### config.mk
export PLATFORM = sky130hd
export DESIGN_NAME = irq_two_level
export DESIGN_NICKNAME = d
export VERILOG_FILES = /design/src/rtl/irq_tl_pkg.sv /design/src/rtl/irq_flags.sv /design/src/rtl/irq_arbiter.sv /design/src/rtl/irq_shadow.sv /design/src/rtl/irq_two_level.sv
export SDC_FILE = /design/constraint.sdc
export NUM_CORES = 1
export LEC_CHECK = 0
export BUFFER_PORTS_ARGS = -buffer_cell sky130_fd_sc_hd__buf_2
export CORE_MARGIN = 2
export CORE_UTILIZATION = 48
export CTS_CLUSTER_DIAMETER = 80
export DETAILED_ROUTE_END_ITERATION = 6
export GPL_TIMING_DRIVEN = 0
export PLACE_DENSITY_LB_ADDON = 0.08
export SLEW_MARGIN = 20
export SYNTH_ARGS = -nofsm -noshare
export SYNTH_HDL_FRONTEND = slang
export SYNTH_SLANG_ARGS = --single-unit
### constraint.sdc
create_clock -name clk_i -period 2.4 [get_ports clk_i]
set_clock_uncertainty 0.05 [all_clocks]
set_input_delay 0.36 -clock clk_i [delete_from_list [all_inputs] [get_ports clk_i]]
set_output_delay 0.36 -clock clk_i [all_outputs]
set_load 0.02 [all_outputs]
### src/rtl/irq_tl_pkg.sv
package irq_tl_pkg;
  typedef enum logic [1:0] {
    SEL_CTRL = 2'd0,
    SEL_FLAG = 2'd1,
    SEL_EN   = 2'd2,
    SEL_LVL  = 2'd3
  } reg_sel_e;

  localparam int CB_GATE_HI = 0;
  localparam int CB_GATE_LO = 1;
  localparam int CB_LVL_MD  = 2;
  localparam int CB_INS_LO  = 3;
  localparam int CB_INS_HI  = 4;
  localparam int CTRL_W     = 5;
endpackage

### src/rtl/irq_flags.sv
module irq_flags #(
  parameter int N_SRC = 8
) (
  input  logic             clk_i,
  input  logic             rst_ni,
  input  logic [N_SRC-1:0] evt_i,
  input  logic [N_SRC-1:0] clr_i,
  input  logic             wr_i,
  input  logic [N_SRC-1:0] wdata_i,
  output logic [N_SRC-1:0] flag_o
);
  for (genvar k = 0; k < N_SRC; k++) begin : g_flag
    logic q;
    always_ff @(posedge clk_i or negedge rst_ni) begin
      if (!rst_ni)                       q <= 1'b0;
      else if (evt_i[k])                 q <= 1'b1;  // set wins
      else if (clr_i[k])                 q <= 1'b0;
      else if (wr_i)                     q <= wdata_i[k];
    end
    assign flag_o[k] = q;

    assert_evt_sets_R2: assert property (@(posedge clk_i) disable iff (!rst_ni)
      evt_i[k] |=> q);
  end
endmodule

### src/rtl/irq_arbiter.sv
module irq_arbiter #(
  parameter int               N_SRC       = 8,
  parameter logic [N_SRC-1:0] PERIPH_MASK = '0
) (
  input  logic             clk_i,
  input  logic             rst_ni,
  input  logic [N_SRC-1:0] flag_i,
  input  logic [N_SRC-1:0] en_i,
  input  logic [N_SRC-1:0] lvl_i,
  input  logic             gate_hi_i,
  input  logic             gate_lo_i,
  input  logic             lvl_md_i,
  input  logic             ins_hi_i,
  input  logic             ins_lo_i,
  output logic             req_hi_o,
  output logic             req_lo_o
);
  logic [N_SRC-1:0] live;
  logic [N_SRC-1:0] flat_ok;
  logic             hi_cand, lo_cand, flat_cand;

  always_comb begin
    live      = flag_i & en_i;
    flat_ok   = live & (~PERIPH_MASK | {N_SRC{gate_lo_i}});
    flat_cand = |flat_ok;
    hi_cand   = |(live & lvl_i);
    lo_cand   = |(live & ~lvl_i);
    if (!lvl_md_i) begin
      req_hi_o = gate_hi_i & flat_cand & ~ins_hi_i;
      req_lo_o = 1'b0;
    end else begin
      req_hi_o = gate_hi_i & hi_cand & ~ins_hi_i;
      req_lo_o = gate_lo_i & lo_cand & ~ins_hi_i & ~ins_lo_i;
    end
  end

  assert_hi_blocks_all_R8: assert property (@(posedge clk_i) disable iff (!rst_ni)
    ins_hi_i |-> (!req_hi_o && !req_lo_o));
  assert_no_live_no_req_R3: assert property (@(posedge clk_i) disable iff (!rst_ni)
    ((flag_i & en_i) == '0) |-> (!req_hi_o && !req_lo_o));
  assert_flat_no_low_R4: assert property (@(posedge clk_i) disable iff (!rst_ni)
    !lvl_md_i |-> !req_lo_o);
endmodule

### src/rtl/irq_shadow.sv
module irq_shadow #(
  parameter int CORE_W = 8
) (
  input  logic              clk_i,
  input  logic              rst_ni,
  input  logic              save_i,
  input  logic [CORE_W-1:0] w_i,
  input  logic [CORE_W-1:0] status_i,
  input  logic [CORE_W-1:0] bsr_i,
  output logic [CORE_W-1:0] w_o,
  output logic [CORE_W-1:0] status_o,
  output logic [CORE_W-1:0] bsr_o
);
  always_ff @(posedge clk_i or negedge rst_ni) begin
    if (!rst_ni) begin
      w_o      <= '0;
      status_o <= '0;
      bsr_o    <= '0;
    end else if (save_i) begin
      w_o      <= w_i;
      status_o <= status_i;
      bsr_o    <= bsr_i;
    end
  end

  assert_save_copies_R9: assert property (@(posedge clk_i) disable iff (!rst_ni)
    save_i |=> (w_o == $past(w_i) && status_o == $past(status_i) && bsr_o == $past(bsr_i)));
endmodule

### src/rtl/irq_two_level.sv
module irq_two_level
  import irq_tl_pkg::*;
#(
  parameter int               N_SRC       = 8,
  parameter int               CORE_W      = 8,
  parameter int               VEC_W       = 16,
  parameter logic [N_SRC-1:0] PERIPH_MASK = 8'hF0,
  parameter logic [VEC_W-1:0] HI_VEC      = 16'h0008,
  parameter logic [VEC_W-1:0] LO_VEC      = 16'h0018
) (
  input  logic              clk_i,
  input  logic              rst_ni,
  input  logic              wr_en_i,
  input  logic [1:0]        addr_i,
  input  logic [N_SRC-1:0]  wdata_i,
  output logic [N_SRC-1:0]  rdata_o,
  input  logic [N_SRC-1:0]  evt_i,
  input  logic [N_SRC-1:0]  clr_i,
  input  logic              boundary_i,
  input  logic              retfie_i,
  input  logic              fast_i,
  input  logic [CORE_W-1:0] w_i,
  input  logic [CORE_W-1:0] status_i,
  input  logic [CORE_W-1:0] bsr_i,
  output logic              req_hi_o,
  output logic              req_lo_o,
  output logic              take_o,
  output logic [VEC_W-1:0]  vec_o,
  output logic              restore_o,
  output logic [CORE_W-1:0] w_o,
  output logic [CORE_W-1:0] status_o,
  output logic [CORE_W-1:0] bsr_o
);
  reg_sel_e sel;
  assign sel = reg_sel_e'(addr_i);

  logic [CTRL_W-1:0] ctrl_q, ctrl_d;
  logic [N_SRC-1:0]  en_q, lvl_q, flag;
  logic              take_hi, take_lo;

  irq_flags #(.N_SRC(N_SRC)) u_flags (
    .clk_i   (clk_i),
    .rst_ni  (rst_ni),
    .evt_i   (evt_i),
    .clr_i   (clr_i),
    .wr_i    (wr_en_i && sel == SEL_FLAG),
    .wdata_i (wdata_i),
    .flag_o  (flag)
  );

  irq_arbiter #(.N_SRC(N_SRC), .PERIPH_MASK(PERIPH_MASK)) u_arb (
    .clk_i     (clk_i),
    .rst_ni    (rst_ni),
    .flag_i    (flag),
    .en_i      (en_q),
    .lvl_i     (lvl_q),
    .gate_hi_i (ctrl_q[CB_GATE_HI]),
    .gate_lo_i (ctrl_q[CB_GATE_LO]),
    .lvl_md_i  (ctrl_q[CB_LVL_MD]),
    .ins_hi_i  (ctrl_q[CB_INS_HI]),
    .ins_lo_i  (ctrl_q[CB_INS_LO]),
    .req_hi_o  (req_hi_o),
    .req_lo_o  (req_lo_o)
  );

  irq_shadow #(.CORE_W(CORE_W)) u_shadow (
    .clk_i    (clk_i),
    .rst_ni   (rst_ni),
    .save_i   (take_o),
    .w_i      (w_i),
    .status_i (status_i),
    .bsr_i    (bsr_i),
    .w_o      (w_o),
    .status_o (status_o),
    .bsr_o    (bsr_o)
  );

  assign take_hi   = boundary_i & req_hi_o;
  assign take_lo   = boundary_i & req_lo_o & ~req_hi_o;
  assign take_o    = take_hi | take_lo;
  assign vec_o     = req_hi_o ? HI_VEC : LO_VEC;
  assign restore_o = retfie_i & fast_i;

  // software write, then return, then entry: later steps override
  always_comb begin
    ctrl_d = ctrl_q;
    if (wr_en_i && sel == SEL_CTRL) begin
      ctrl_d[CB_GATE_HI] = wdata_i[CB_GATE_HI];
      ctrl_d[CB_GATE_LO] = wdata_i[CB_GATE_LO];
      ctrl_d[CB_LVL_MD]  = wdata_i[CB_LVL_MD];
    end
    if (retfie_i) begin
      if (ctrl_q[CB_INS_HI]) begin
        ctrl_d[CB_INS_HI]  = 1'b0;
        ctrl_d[CB_GATE_HI] = 1'b1;
      end else if (ctrl_q[CB_INS_LO]) begin
        ctrl_d[CB_INS_LO] = 1'b0;
        if (ctrl_q[CB_LVL_MD]) ctrl_d[CB_GATE_LO] = 1'b1;
        else                   ctrl_d[CB_GATE_HI] = 1'b1;
      end else begin
        ctrl_d[CB_GATE_HI] = 1'b1;
      end
    end
    if (take_hi) begin
      ctrl_d[CB_INS_HI]  = 1'b1;
      ctrl_d[CB_GATE_HI] = 1'b0;
    end else if (take_lo) begin
      ctrl_d[CB_INS_LO]  = 1'b1;
      ctrl_d[CB_GATE_LO] = 1'b0;
    end
  end

  always_ff @(posedge clk_i or negedge rst_ni) begin
    if (!rst_ni) begin
      ctrl_q <= '0;
      en_q   <= '0;
      lvl_q  <= '0;
    end else begin
      ctrl_q <= ctrl_d;
      if (wr_en_i && sel == SEL_EN)  en_q  <= wdata_i;
      if (wr_en_i && sel == SEL_LVL) lvl_q <= wdata_i;
    end
  end

  always_comb begin
    rdata_o = '0;
    unique case (sel)
      SEL_CTRL: rdata_o[CTRL_W-1:0] = ctrl_q;
      SEL_FLAG: rdata_o = flag;
      SEL_EN:   rdata_o = en_q;
      SEL_LVL:  rdata_o = lvl_q;
    endcase
  end

  assert_hi_entry_clears_R7: assert property (@(posedge clk_i) disable iff (!rst_ni)
    take_hi |=> (!ctrl_q[CB_GATE_HI] && ctrl_q[CB_INS_HI]));
  assert_lo_entry_clears_R7: assert property (@(posedge clk_i) disable iff (!rst_ni)
    take_lo |=> (!ctrl_q[CB_GATE_LO] && ctrl_q[CB_INS_LO]));
  assert_take_at_boundary_R6: assert property (@(posedge clk_i) disable iff (!rst_ni)
    take_o |-> boundary_i);
  assert_hi_vector_R5: assert property (@(posedge clk_i) disable iff (!rst_ni)
    take_hi |-> vec_o == HI_VEC);
  assert_lo_vector_R5: assert property (@(posedge clk_i) disable iff (!rst_ni)
    take_lo |-> vec_o == LO_VEC);
  assert_no_entry_hold_R6: assert property (@(posedge clk_i) disable iff (!rst_ni)
    (!boundary_i && !retfie_i && !wr_en_i) |=> $stable(ctrl_q));
endmodule

Word level (Yosys, flattened, before mapping):

Index checks and enable logic that the tools add are counted.

* logic and storage cells: 101
* bits in registers: 53
* bits of input ports: 56

* bitwise gates (word level): 20
* reductions and logical operators: 17
* multiplexer cells: 45
* eq/ne operators: 3

Operators with widths (count)
* $mux 1: 39
* $and 8x8->8: 4
* $reduce_bool 3->1: 8
* $reduce_or 8->1: 3
* $pmux 5 s4: 1
* $and 1x1->1: 11
* $pmux 3 s3: 1
* $not 8->8: 1
* $mux 2: 3
* $mux 5: 1
* $eq 2x2->1 const B: 2
* $logic_and 1x1->1: 4
* $not 1->1: 3
* $eq 2x1->1 const B: 1
* $logic_not 2->1: 1
* $reduce_bool 2->1: 1
* $or 1x1->1: 1

Depth between registers and ports, before layout:

Gate-level depths: netlist of the first run.

* word-level depth: 11
* gate-level depth with buffers: 6

Modules after synthesis:

Synthesis of the first run repeated with hierarchy kept, for this count alone.

* cell total of the unflattened synthesis: 204
* area, all modules: 2766.4 um^2

Modules (own cells, without submodules)
* irq_two_level: instances 1, area an instance 1197.4 um^2, seq. area each 525.5 um^2, cells an instance 89
* irq_shadow: instances 1, area an instance 997.2 um^2, seq. area each 600.6 um^2, cells an instance 51
* irq_flags: instances 1, area an instance 411.6 um^2, seq. area each 200.2 um^2, cells an instance 33
* irq_arbiter: instances 1, area an instance 160.2 um^2, seq. area each 0.0 um^2, cells an instance 31

Worst setup path before layout of the first run:

No wires, ideal clock.

* kind: register to register
* start point: reg u_flags.g_flag[7].q
* end point: reg ctrl_q[3]
* path slack: 267 ps
* arrival time: 1961 ps
* required time: 2228 ps
* setup time: 122 ps
* cell stages (with the launch flop): 7
* clock period less this slack: 2133 ps
* buffers on the path: 0
* cells stage by stage: dfrtp_1 -> a22oi_1 -> a31oi_1 -> nor3_1 -> nor3_1 -> inv_1 -> a32o_1

* elaborated cells between the ends (all ways): 22
* those cells by class: 4 x mux; 15 x bitwise; 3 x reduce/logical

RTL lines
* from (decl): line irq_flags.sv:13 `logic q;`
* from (signal assigned): line irq_flags.sv:18 `else if (wr_i) q <= wdata_i[k];`
* $and 8x8->8 (*): line irq_arbiter.sv:23 `live = flag_i & en_i;`
* $and 8x8->8, on equally long branches: line irq_arbiter.sv:24, irq_arbiter.sv:26
* $reduce_or 8->1, on equally long branches: line irq_arbiter.sv:25, irq_arbiter.sv:26
* $and 1x1->1, on equally long branches (2 in series): line irq_arbiter.sv:29, irq_arbiter.sv:32
* $mux 1 (*): line irq_arbiter.sv:28 `if (!lvl_md_i) begin`
* via req_hi_o: line irq_two_level.sv:25 `output logic req_hi_o,`
* $not 1->1: line irq_two_level.sv:79 `assign take_lo = boundary_i & req_lo_o & ~req_hi_o;`
* $and 1x1->1: line irq_two_level.sv:79
* $mux 1: line irq_two_level.sv:107 `end else if (take_lo) begin`
* $mux 1 (*): line irq_two_level.sv:104 `if (take_hi) begin`
* via ctrl_d[3]: line irq_two_level.sv:37 `logic [CTRL_W-1:0] ctrl_q, ctrl_d;`
* to (signal assigned): line irq_two_level.sv:119 `ctrl_q <= ctrl_d;`
* to (decl): line irq_two_level.sv:37

Mark *: on every way through the listed nets, which the timed path passes. The rest lies on a longest branch.
A chain may end at the register's enable or synchronous reset.

Worst setup path after layout of the first run:

* start point: reg en_q[7]
* end point: out take_o

* cells in the longest elaborated chain, start to end: 10
* elaborated cells between the ends (all ways): 21
* those cells by class: 2 x mux; 16 x bitwise; 3 x reduce/logical

Ends and longest elaborated chain
* from (decl): line irq_two_level.sv:38 `logic [N_SRC-1:0] en_q, lvl_q, flag;`
* from (signal assigned): line irq_two_level.sv:120 `if (wr_en_i && sel == SEL_EN) en_q <= wdata_i;`
* $and 8x8->8 (*): line irq_arbiter.sv:23
* $and 8x8->8: line irq_arbiter.sv:27 `lo_cand = |(live & ~lvl_i);`
* $reduce_or 8->1: line irq_arbiter.sv:27
* $and 1x1->1 (3 in series): line irq_arbiter.sv:33 `req_lo_o = gate_lo_i & lo_cand & ~ins_hi_i & ~ins_lo_i;`
* $mux 1: line irq_arbiter.sv:28
* $and 1x1->1 (2 in series): line irq_two_level.sv:79
* $or 1x1->1 (*): line irq_two_level.sv:80 `assign take_o = take_hi | take_lo;`
* to (decl): line irq_two_level.sv:27 `output logic take_o,`

Mark *: on every way between the ends. The rest lies on a longest branch, timed or not.

==> results.md, run 1 <==
- HP Class: in2async
- Final Cycle Share: between 90% and 100%
- First-pass GRT wire length: 9050 µm
- Sequential-to-total area share from yosys stat: ~50%
- Status: complete, no violations
- CTS tree: done
- Ant diodes: 0
- Crit-path slowest cell: dfrtp_1
- Htree depth: 2
- Synth area leader: dfrtp_1
- Crit-path max FO: 7
- Max_cap viols: 0
- Iter 0 DRT Violations: 128
- RSZ-0062 raised after global routing: false
- Mapped Area: approximately 0.0027 mm²
- Logic pwr share: between 40 and 50%
- Endpoints failing setup: 0
- Power per Cell Area: roughly 1100 mW/mm²
- Synth cell count leaders: 53 x dfrtp_1, 25 x mux2_2, 19 x mux2_4, 15 x buf_4
- Routed WL per cell: 14.6 µm
- Die height: ~79 µm
- Initial core utilization: just under 50%
- Buf+Inv Stages, Crit Path: 3
- Critical path arrival: ~1900 ps
- Gr ovfl total: 0
- Via count: between 1.5k and 2k
- Critical path, cell by cell: a22oi_2 > a31oi_2 > o311ai_2 > buf_4 > o2bb2ai_4 > buf_8 > buf_2
- DRC errors left: 0
- Syn-to-layout area delta: 29.0%
- Global Route Usage Sum: between 10% and 20%
- Clk buf depth: 2
- Pre-CTS setup slack: 239 ps
- Distinct cells, synth: 36
- Yosys warnings: 0
- Cell count after synthesis: 196
- Sw frac: ~37%
- Largest cells by area after synthesis: dfrtp_1 50%, mux2_4 11%, mux2_2 11%
- Routed WL: 5680 µm
- Crit start category: flip-flop
- TritonCTS buffer count: 5
- I/O Buffers: between 90 and 100
- Synthesized area per cell: 13.6 µm²
- Final hold vios: 0
- Most numerous cell in the Yosys netlist: dfrtp_1
- Peak supply drop: ~740 µV
- Slew margin rel.: 48.8%
- CP Capture Type: output pin
- Crit path largest cell delay: ~430 ps
- RePlAce Congestion: 0.836
- Period minus WS final: ~2300 ps
- Nets: ~370
- I/O pin count: 108
- HPWL after DPL: about 4200 µm
- CP delay by family, top: compound AO/OA/AOI/OAI gates
- Sink Count: 53
- Number of global-route vias before repair: 1885
- Final Slew Violations: 0
- Peak Freq: 441 MHz
- Synth top area share: around 50%
- Core ar.: approximately 0.0054 mm²
- Post-Place Cell Area: 0.00327 mm²
- Die width: between 70 and 80 µm
- Antenna violations before repair: 0
- Flop pwr share: 38.7%
- Core Rows: 27
- Clock power share: 13.3%
- Fin area: about 0.0034 mm²
- CP Data Required Time: between 1500 and 2000 ps
- Clock-pin slew on the worst setup and hold paths: approximately 90 ps
- Post-synth ARST share: between 90% and 100%
- Synthesis-stage register bit count: 53
- Psw: about 1.3 mW
- Total negative slack: 0 ps
- Total leakage power: between 1.5 and 2 nW
- Layout cells sized above 1: 57.5%
- ANT nets after route: 0
- Int Power: 2.30 mW
- Measured slew at the worst slew-check pin: between 700 and 800 ps
- Number of enable flip-flop cells after synthesis: 0
- Clk root buf: clkbuf_8
- Pre-antenna DRT Iters: 4
- Vias/cell: approximately 5.0
- Primary FF master, synth: dfrtp_1
- CP Class: reg2out
- Clock Latency Late Sink: 300 ps
- Largest net degree at the start of global routing: 54
- Worst setup margin: around 130 ps
- Area of the die: between 0.006 and 0.007 mm²
per-stage QoR:
stage	utilization, %	instances	hold slack [ps]	power, mW
final	63.3	390	33.4	3.63
after global routing	63.3	390	80.1	3.86
after CTS	62.0	383	55.6	3.58
after detailed placement	60.1	373	383	3.06
after global placement	60.1	373	436	3.03
after floorplan	-	209	14.4	2.58
sequential cells by signal (all words and copies together), names as in the netlist:
name,flops
en_q,8
ctrl_q,5
u_shadow.bsr_o,8
u_flags.g_flag.q,8
u_shadow.w_o,8
u_shadow.status_o,8
lvl_q,8
cells by family (layout without fill, tap and decap cells):
family | Yosys count | in the layout | synth area share, %
AOI/OAI and AO/OA | 25 | 25 | 8.26
buffers and inverters | 22 | 131 | 5.82
DFF | 53 | 53 | 49.7
muxes | 57 | 57 | 28.5
other | 2 | 15 | 0.282
and+or+nand+nor | 37 | 37 | 7.46
final timing paths:
kind,startpoint,end,slack (ps),depth (start not counted)
worst max-delay path,en_q[7]$_DFFE_PN0P_,take_o,130,7
min in group clk_i,clr_i[7],u_flags.g_flag[7].q$_DFFE_PN0P_,170,2
worst min-delay path,rst_ni,u_shadow.status_o[3]$_DFFE_PN0P_,30,1
max in group asynchronous,rst_ni,u_flags.g_flag[7].q$_DFFE_PN0P_,1800,1
worst max register to register,en_q[7]$_DFFE_PN0P_,u_shadow.bsr_o[5]$_DFFE_PN0P_,320,8
worst min register to register,u_shadow.bsr_o[3]$_DFFE_PN0P_,u_shadow.bsr_o[3]$_DFFE_PN0P_,460,1
power groups by stage:
stage          Clock (mW)  Combinational [mW]  Sequential (mW)
2_1_floorplan           0               0.937             1.64
3_3_place_gp            0                1.62             1.41
3_5_place_dp            0                1.65             1.41
4_1_cts             0.497                1.67             1.41
5_1_grt             0.537                1.87             1.45
6_report            0.482                1.75             1.41
cells in the final DEF (no fill, tap or decap), types with 2 or more instances in the layout:
cell type,Yosys,routed
a21oi_1,2,2
a22o_1,2,2
buf_2,1,92
buf_4,15,25
clkbuf_1,1,3
clkbuf_8,0,5
conb_1,2,15
dfrtp_1,53,52
inv_1,3,3
mux2_2,25,25
mux2_4,19,19
mux2i_1,8,8
mux4_2,5,5
nand2_1,10,10
nand3_1,10,10
nand3b_1,4,4
nand4_1,3,3
nor2b_1,2,2
nor3_1,3,2
o21bai_1,8,8
o22ai_1,3,3
routing by layer:
metal,vias to the layer above,track usage [%],part of all wire [%]
met1,940,25.6,45
met5,-,0,0
li1,933,-,-
met4,0,3.68,0.28
met2,78,30.9,48
met3,2,4.83,7.1
cell type report:
type / count / area [µm²]
fillers: 457 / 2000
flip-flops and latches: 53 / 1330
multi-input cells: 134 / 1250
repair buffers: 101 / 531
plain buffers: 19 / 148
well taps: 72 / 90.1
clock buffers: 7 / 76.3
inverters: 3 / 11.3
clock inverters: 1 / 7.51
worst register-to-register path, delay by kind of cell, from the launching register on:
family | cells | cell delay [ps]
AOI/OAI and AO/OA | 4 | 630
buffers and inverters | 3 | 560
DFF | 1 | 420
muxes | 1 | 310
repair_timing:
| action | in CTS | in global routing |
|---|---|---|
| endpoints found under the setup margin | 1 | 3 |
| buffers inserted | 2 | 7 |
| hold buffers | 0 | 0 |
| pin swaps | 2 | 2 |
| gates resized for setup | 1 | 4 |
No activity file was read; power rests on OpenSTA's default activity.
==> run 2, diff against run 1 <==
--- a/config.mk
+++ b/config.mk
@@ -12,6 +12,7 @@
 export DETAILED_ROUTE_END_ITERATION = 6
 export GPL_TIMING_DRIVEN = 0
 export PLACE_DENSITY_LB_ADDON = 0.08
+export RECOVER_POWER = 25
 export SLEW_MARGIN = 20
 export SYNTH_ARGS = -nofsm -noshare
 export SYNTH_HDL_FRONTEND = slang
==> results.md, run 2 (synthesis gave the netlist of run 1 again) <==
- Pre-antenna DRT Iters: 4 (unchanged)
- RePlAce Congestion: 0.836 (unchanged)
- HPWL after DPL: 4220 µm (unchanged)
- R2r startpoint: en_q[7]$_DFFE_PN0P_
- Gr ovfl total: 0 (unchanged)
- Tot Pwr: 3.63 mW (about the same)
- TritonCTS buffer count: 5 (unchanged)
- Crit start category: flip-flop
- Power per Cell Area: 1060 mW/mm² (about the same)
- Commonest non-fill, non-tap cell in the layout: buf_2
- Psw: 1.33 mW (about the same)
- Crit path largest cell delay: 430 ps (about the same)
- Syn-to-layout area delta: 28.9% (about the same)
- Number of global-route vias before repair: 1885 (unchanged)
- Die width: 78.6 µm (unchanged)
- Logic pwr share: 48.1% (about the same)
- Clock Latency Late Sink: 300 ps (about the same)
- Nets: 373 (unchanged)
- Slew margin rel.: 13.4% (-35 points)
- Crit-path max FO: 7 (unchanged)
- Initial core utilization: 49.0% (unchanged)
- Int Power: 2.30 mW (about the same)
- Pre-CTS setup slack: 239 ps (unchanged)
- Final Cycle Share: 94.4% (about the same)
- Worst setup margin: 133 ps (+1.60 ps)
- Clk root buf: clkbuf_8
- Clock power share: 13.3% (about the same)
- Placed insts: 373 (unchanged)
- I/O pin count: 108 (unchanged)
- Peak Freq: 441 MHz (about the same)
- Vias/cell: 5.03 (+0.36%)
- Via count: 1960 (+0.36%)
- Ant diodes: 0 (unchanged)
- FF-to-FF End: u_shadow.bsr_o[5]$_DFFE_PN0P_
- Routed WL per cell: 14.6 µm (about the same)
- Period minus WS final: 2270 ps (-1.60 ps)
- Flop-to-flop setup slack: 320 ps (about the same)
- First-pass GRT wire length: 9050 µm (unchanged)
- Measured slew at the worst slew-check pin: 1300 ps (+534 ps)
- Clock-pin slew on the worst setup and hold paths: 90 ps (about the same)
- ANT nets after route: 0 (unchanged)
- Routed WL: 5690 µm (about the same)
- Layout cells sized above 1: 57.5% (unchanged)
- Final hold vios: 0 (unchanged)
- RSZ-0062 raised after global routing: false
- Sink Count: 53 (unchanged)
- CP Data Required Time: 1990 ps (about the same)
- Total negative slack: 0 ps (unchanged)
- Global Route Usage Sum: 18.9% (unchanged)
- Status: complete, no violations
- Clk buf depth: 2 (unchanged)
- Area of the die: 0.00617 mm² (unchanged)
- Core ar.: 0.00544 mm² (unchanged)
- HP Class: in2reg
- Total leakage power: 1.72 nW (about the same)
- Sw frac: 36.7% (about the same)
- Hold Path Stages: 2
- Most frequent cells in the layout: 92 x buf_2, 52 x dfrtp_1, 25 x mux2_2, 24 x buf_4, 19 x mux2_4
- I/O Buffers: 92 (unchanged)
- CTS Hold Bufs: 0 (unchanged)
- Buf+Inv Stages, Crit Path: 3 (unchanged)
- Peak supply drop: 743 µV (about the same)
- Flop pwr share: 38.7% (about the same)
- Crit-path slowest cell: dfrtp_1
- Iter 0 DRT Violations: 119 (-7.0%)
- WHS Endpoint: u_flags.g_flag[7].q$_DFFE_PN0P_
- Max_cap viols: 0 (unchanged)
- CTS tree: done
- Largest net degree at the start of global routing: 54 (unchanged)
- Critical path, cell by cell: a22oi_2 > a31oi_2 > o311ai_2 > buf_4 > o2bb2ai_4 > buf_8 > buf_2
- Core Rows: 27 (unchanged)
- Fin cells: 390 (unchanged)
- Hold path start: clr_i[7]
- Endpoints failing setup: 0 (unchanged)
- DRC errors left: 0 (unchanged)
- Critical path arrival: 1860 ps (about the same)
- Final Slew Violations: 0 (unchanged)
- Die height: 78.6 µm (unchanged)
- Htree depth: 2 (unchanged)
- CP Class: reg2out
- Antenna violations before repair: 0 (unchanged)
- Reg2Reg Depth: 8 (unchanged)
- CP Capture Type: output pin
- CP delay by family, top: compound AO/OA/AOI/OAI gates
[run 2: cell types whose count changed in the layout (fill, tap and decap cells not counted), sizes merged]
cell / before / now
clkbuf: 8 / 9
buf: 119 / 118
[run 2: what timing repair did]
| action | CTS | global route |
|---|---|---|
| setup endpoints to repair | 1 | 3 |
| pin swaps | 2 | 2 |
| setup buffers | 2 | 7 |
| resized for setup | 1 | 4 |
[run 2: worst register-to-register path, stage by stage (launching register included)]
cell and delay, ps:
dfrtp_1 420, a22oi_2 110, a31oi_2 240, o311ai_2 100
buf_4 160, o2bb2ai_4 180, buf_4 210, buf_6 190
mux2_4 310
[run 2: cell type report]
class                      instances  area (µm²)
clock inverter                     1        7.51
tap                               72        90.1
inverter                           3        11.3
fill                             458        2000
timing repair buffer             101         528
clock buffer                       7        76.3
buffer                            19         148
sequential                        53        1330
multi-input combinational        134        1250
[run 2: per-stage QoR]
step,cell area [µm²],util [%],hold slack [ps]
finish,3440,63.2,174
detailed placement,3270,60.1,383
global route,3440,63.2,165
global placement,3270,60.1,436
CTS,3370,62.0,55.6
floorplan,2720,-,14.4
[run 2: routing by layer]
metal | share of wire, % | up-vias | global-route usage (%) | routed length [µm]
li1 | - | 934 | - | -
met1 | 44 | 942 | 25.6 | 2490
met2 | 48 | 82 | 30.9 | 2750
met3 | 7.6 | 2 | 4.83 | 434
met4 | 0.28 | 0 | 3.68 | 16
met5 | 0 | - | 0 | 0
[run 2: how the worst max path moves through the flow]
stage                           to  depth (start not counted)                       startpoint
6_report                    take_o                          7              en_q[7]$_DFFE_PN0P_
5_1_grt                     take_o                          7              en_q[7]$_DFFE_PN0P_
4_1_cts                     take_o                          7  u_flags.g_flag[7].q$_DFFE_PN0P_
3_5_place_dp                take_o                          6  u_flags.g_flag[7].q$_DFFE_PN0P_
3_3_place_gp                take_o                          6  u_flags.g_flag[7].q$_DFFE_PN0P_
2_1_floorplan  ctrl_q[3]$_DFF_PN0_                          6  u_flags.g_flag[7].q$_DFFE_PN0P_
[run 2: power groups by stage]
stage | clock network, mW | registers [mW] | logic [mW]
2_1_floorplan | 0 | 1.64 | 0.937
3_3_place_gp | 0 | 1.41 | 1.62
3_5_place_dp | 0 | 1.41 | 1.65
4_1_cts | 0.497 | 1.41 | 1.67
5_1_grt | 0.537 | 1.45 | 1.87
6_report | 0.482 | 1.40 | 1.75
